==> src/rtl/irq_pkg.sv <==
package irq_pkg;
  localparam int NUM_SRC = 5;
  localparam int DATA_W  = 8;
  localparam int ADDR_W  = 16;

  typedef enum logic [2:0] {
    SRC_VBLANK = 3'd0,
    SRC_STAT   = 3'd1,
    SRC_TIMER  = 3'd2,
    SRC_SERIAL = 3'd3,
    SRC_JOYPAD = 3'd4
  } irq_src_e;
endpackage

==> src/rtl/irq_flag_bank.sv <==
module irq_flag_bank #(
  parameter int N = 5
) (
  input  logic         clk,
  input  logic         rst,
  input  logic         we,
  input  logic [N-1:0] wdata,
  input  logic [N-1:0] req,
  input  logic [N-1:0] ack,
  output logic [N-1:0] flag_q
);
  logic [N-1:0] flag_d;

  // Write first, then acknowledge, then request: a request always survives.
  always_comb begin
    flag_d = we ? wdata : flag_q;
    flag_d = flag_d & ~ack;
    flag_d = flag_d | req;
  end

  always_ff @(posedge clk) begin
    if (rst) flag_q <= '0;
    else     flag_q <= flag_d;
  end

  p_req_sets_r4: assert property (@(posedge clk) disable iff (rst)
    (req != '0) |=> ((flag_q & $past(req)) == $past(req)));

  p_ack_clears_r5: assert property (@(posedge clk) disable iff (rst)
    ((ack & ~req) != '0) |=> ((flag_q & $past(ack & ~req)) == '0));

  p_write_stores_r2: assert property (@(posedge clk) disable iff (rst)
    (we && req == '0 && ack == '0) |=> (flag_q == $past(wdata)));
endmodule

==> src/rtl/irq_enable_reg.sv <==
module irq_enable_reg #(
  parameter int W = 8
) (
  input  logic         clk,
  input  logic         rst,
  input  logic         we,
  input  logic [W-1:0] wdata,
  output logic [W-1:0] en_q
);
  always_ff @(posedge clk) begin
    if (rst)     en_q <= '0;
    else if (we) en_q <= wdata;
  end

  p_en_store_r3: assert property (@(posedge clk) disable iff (rst)
    we |=> (en_q == $past(wdata)));

  p_en_hold_r10: assert property (@(posedge clk) disable iff (rst)
    !we |=> $stable(en_q));
endmodule

==> src/rtl/irq_prio_pick.sv <==
module irq_prio_pick #(
  parameter int N = 5
) (
  input  logic [N-1:0] pend,
  output logic [N-1:0] grant
);
  // lower_any[i] is high when any bit below i is pending
  logic [N:0] lower_any;
  assign lower_any[0] = 1'b0;

  for (genvar i = 0; i < N; i++) begin : g_chain
    assign lower_any[i+1] = lower_any[i] | pend[i];
    assign grant[i]       = pend[i] & ~lower_any[i];
  end

  always_comb begin
    assert ($onehot0(grant)) else $error("p_grant_onehot_r6");
  end
endmodule

==> src/rtl/irq_prio_ctrl.sv <==
module irq_prio_ctrl
  import irq_pkg::*;
#(
  parameter int          N_SRC     = NUM_SRC,
  parameter int          DW        = DATA_W,
  parameter int          AW        = ADDR_W,
  parameter logic [15:0] FLAG_ADDR = 16'hFF0F,
  parameter logic [15:0] EN_ADDR   = 16'hFFFF
) (
  input  logic             clk,
  input  logic             rst,
  input  logic [N_SRC-1:0] req_i,
  input  logic [N_SRC-1:0] ack_i,
  input  logic [AW-1:0]    addr_i,
  input  logic             we_i,
  input  logic [DW-1:0]    wdata_i,
  output logic [DW-1:0]    rdata_o,
  output logic [N_SRC-1:0] sel_o
);
  localparam int PAD_W = DW - N_SRC;

  logic             hit_flag, hit_en;
  logic [N_SRC-1:0] flag_q, pend, grant;
  logic [DW-1:0]    en_q, rd_d;

  assign hit_flag = (addr_i == AW'(FLAG_ADDR));
  assign hit_en   = (addr_i == AW'(EN_ADDR));

  irq_flag_bank #(.N(N_SRC)) u_flags (
    .clk    (clk),
    .rst    (rst),
    .we     (we_i & hit_flag),
    .wdata  (wdata_i[N_SRC-1:0]),
    .req    (req_i),
    .ack    (ack_i),
    .flag_q (flag_q)
  );

  irq_enable_reg #(.W(DW)) u_enable (
    .clk   (clk),
    .rst   (rst),
    .we    (we_i & hit_en),
    .wdata (wdata_i),
    .en_q  (en_q)
  );

  assign pend = flag_q & en_q[N_SRC-1:0];

  irq_prio_pick #(.N(N_SRC)) u_pick (
    .pend  (pend),
    .grant (grant)
  );

  always_comb begin
    if (hit_flag)    rd_d = {{PAD_W{1'b1}}, flag_q};
    else if (hit_en) rd_d = en_q;
    else             rd_d = '1;
  end

  always_ff @(posedge clk) begin
    if (rst) begin
      sel_o   <= '0;
      rdata_o <= '0;
    end else begin
      sel_o   <= grant;
      rdata_o <= rd_d;
    end
  end

  p_sel_onehot_r6: assert property (@(posedge clk) disable iff (rst)
    $onehot0(sel_o));

  p_sel_in_pend_r6: assert property (@(posedge clk) disable iff (rst)
    1'b1 |=> ((sel_o & ~$past(pend)) == '0));

  p_sel_nonzero_r7: assert property (@(posedge clk) disable iff (rst)
    (pend != '0) |=> (sel_o != '0));

  p_sel_zero_r7: assert property (@(posedge clk) disable iff (rst)
    (pend == '0) |=> (sel_o == '0));
endmodule

==> config.mk <==
export PLATFORM = sky130hd
export DESIGN_NAME = irq_prio_ctrl
export DESIGN_NICKNAME = d
export VERILOG_FILES = /design/src/rtl/irq_pkg.sv /design/src/rtl/irq_flag_bank.sv /design/src/rtl/irq_enable_reg.sv /design/src/rtl/irq_prio_pick.sv /design/src/rtl/irq_prio_ctrl.sv
export SDC_FILE = /design/constraint.sdc
export NUM_CORES = 1
export LEC_CHECK = 0
export ABC_AREA = 1
export BUFFER_PORTS_ARGS = -buffer_cell sky130_fd_sc_hd__buf_2
export CORE_MARGIN = 2
export CORE_UTILIZATION = 49
export DETAILED_ROUTE_END_ITERATION = 16
export HOLD_SLACK_MARGIN = 0.03
export PLACE_DENSITY_LB_ADDON = 0.3
export SLEW_MARGIN = 20
export SYNTH_ARGS = -nofsm -noshare
export SYNTH_HDL_FRONTEND = slang
export SYNTH_SLANG_ARGS = --single-unit
==> constraint.sdc <==
create_clock -name clk -period 2.6 [get_ports clk]
set_input_delay 0.52 -clock clk [delete_from_list [all_inputs] [get_ports clk]]
set_output_delay 0.52 -clock clk [all_outputs]
set_load 0.01 [all_outputs]
==> results.json <==
{
  "status": "complete, no violations",
  "vias": 1101,
  "slew-limit-headroom": 0.729,
  "fin_crit_ns": 1.36,
  "wl_per_cell_um": 9.49,
  "synth.yosys.warnings": 0,
  "start_util": 0.507,
  "postRouteAntennaNets": 0,
  "r2r_end": "sel_o[4]",
  "grt_pass1_wl_um": 3780,
  "route.detailed.drc": 0,
  "hold_violations": 0,
  "clk_latency_ns": 0.31,
  "cp_max_fo": 9,
  "cp.arrival_ns": 1.58,
  "critPathRequiredTime_ns": 2.82,
  "synth.largest_area_cell": "dfxtp_1",
  "die_w_um": 51.4,
  "hold_ws_ns": 0.426,
  "synth_area_um2": 1100,
  "design_area_um2": 1410,
  "cts_resized": 0,
  "min_path_type": "primary input to flop",
  "rsz0062_at_grt": "false",
  "avgSynthCellArea_um2": 7.28,
  "ios": 50,
  "cts_setup_buffers": 0,
  "numCtsBuffers": 3,
  "peakVddDrop_uv": 278,
  "placed_area_um2": 1370,
  "grt_overflow": 0,
  "holdPathEnd": "u_flags.flag_q[4]",
  "cp-end-kind": "flop",
  "grt_pass1_vias": 960,
  "cts_tree": "done",
  "period_share": 0.523,
  "viasPerCell": 4.79,
  "drtIter0Drc": 12,
  "synth.area.top_cells": "dfxtp_1 (47%), inv_1 (11%), nor2_1 (6.8%)",
  "hpwl_um": 1800,
  "tightest_slew_ns": 0.406,
  "tns_ns": 0,
  "clock-root-buffer": "clkbuf_4",
  "nNetsFinal": 240,
  "critPathKind": "primary input to flop",
  "fmax_ghz": 0.735,
  "grt_usage": 0.188,
  "drv_slew": 0,
  "holdPathStages": 3,
  "start_kind": "primary input",
  "grt_max_degree": 16,
  "hold_buffers": 0,
  "htree_levels": 1,
  "cts.sinks": 26,
  "portBuffers": 49,
  "synth_cell_types": 16,
  "synth_cells": 151,
  "gp_congestion": 0.815,
  "area_growth_pct": 28.1,
  "p_total_mw": 0.687,
  "antenna_found_initial": 0,
  "leakage_nw": 0.740,
  "r2r_setup_slack_ns": 1.82,
  "reg2reg_depth": 3,
  "seq_area_frac_synth": 0.473,
  "nFillCells": 204,
  "rows": 17,
  "cts.path.max_buffers": 2,
  "worstHoldStart": "req_i[4]",
  "clk_pin_slew_worst_paths_ns": 0.13,
  "finClkSkew_ns": 0.00223,
  "wirelength_um": 2180,
  "die_h_um": 51.4,
  "core_um2": 2170,
  "setup_viol": 0,
  "ys_seq_elements": 26,
  "post_route_cells_drive_above_1_share": 0.302,
  "synth_top_area_share": 0.473,
  "die_area_um2": 2640,
  "final_util": 0.649,
  "drtPass1Iterations": 4,
  "synth_nets": 188,
  "power_density_nw_per_um2": 487,
  "antenna_cells": 0,
  "rr_startpoint": "u_flags.flag_q[0]",
  "drv_cap": 0
}
==> kinds of logic (layout without fill, tap and decap cells) <==
logic type	count (synthesis)	in the layout	share of synthesized area
buffers and inverters	36	87	0.127
and+or+nand+nor	63	63	0.281
DFF	26	26	0.473
AOI/OAI and AO/OA	26	26	0.118
==> registers in the layout, indices dropped and copies added (netlist names) <==
name / cells
rdata_o: 8
sel_o: 5
u_enable.en_q: 8
u_flags.flag_q: 5
==> layout make-up <==
class / count / area [µm²] / area share
tap: 28 / 35.0 / 0.0249
timing repair buffer: 49 / 245 / 0.174
sequential: 26 / 520 / 0.369
multi-input combinational: 89 / 439 / 0.312
clock buffer: 4 / 36.3 / 0.0258
inverter: 34 / 133 / 0.0941
==> routing by layer <==
metal / track usage / vias to the layer above / wire length (µm)
li1: - / 574 / -
met4: 0.105 / 0 / 77
met1: 0.219 / 473 / 929
met3: 0.0205 / 8 / 153
met5: 0 / - / 0
met2: 0.333 / 46 / 1020
==> placed cells by master, fill, tap and decap left out <==
master,Yosys,routed
a21oi_1,13,13
buf_2,0,49
clkbuf_4,0,3
clkbuf_8,0,1
clkinv_4,1,1
dfxtp_1,26,26
inv_1,33,33
nand2_1,19,19
nand2_4,2,2
nand3_1,8,8
nand3_2,1,1
nand4_1,6,6
nor2_1,20,20
nor2_2,3,3
nor3_1,2,2
nor3_4,1,1
nor3b_1,1,1
o21ai_0,13,13
==> report_power, final <==
| group | switching [mW] | leakage [nW] | internal [mW] |
|---|---|---|---|
| logic | 0.0388 | 0.505 | 0.0353 |
| clock network | 0.112 | 0.0210 | 0.0855 |
| registers | 0.00518 | 0.214 | 0.410 |
| total | 0.156 | 0.740 | 0.531 |
==> metrics by stage <==
step	instances	setup slack, ns
2_1_floorplan	151	1.12
3_3_place_gp	226	0.909
3_5_place_dp	226	0.872
4_1_cts	230	1.22
5_1_grt	230	1.02
6_report	230	1.24
==> Yosys cell counts <==
cell and count:
nand2_4 2, nor3b_1 1, dfxtp_1 26, nand2_1 19
nand3_2 1, inv_1 33, a21oi_1 13, nor3_1 2
nor2_2 3, o21ai_0 13, nor2_1 20, nand4_1 6
clkinv_4 1, nand3_1 8, nor3_4 1, clkbuf_1 2
==> how the worst max path moves through the flow <==
| stage | start | endpoint | depth (start not counted) |
|---|---|---|---|
| 6_report | addr_i[14] | u_enable.en_q[1] | 6 |
| 5_1_grt | addr_i[4] | u_enable.en_q[5] | 8 |
| 4_1_cts | addr_i[14] | u_enable.en_q[1] | 6 |
| 3_5_place_dp | addr_i[14] | u_enable.en_q[1] | 6 |
| 3_3_place_gp | addr_i[15] | u_enable.en_q[1] | 6 |
| 2_1_floorplan | addr_i[14] | u_enable.en_q[0] | 5 |
==> critical path: stages <==
cell and delay, ns:
buf_2 0.07, nand4_1 0.17, nor3_4 0.42, nand2_4 0.15, o21ai_0 0.19, nor2_1 0.06
Note: power is estimated with default switching activity, not from simulation.
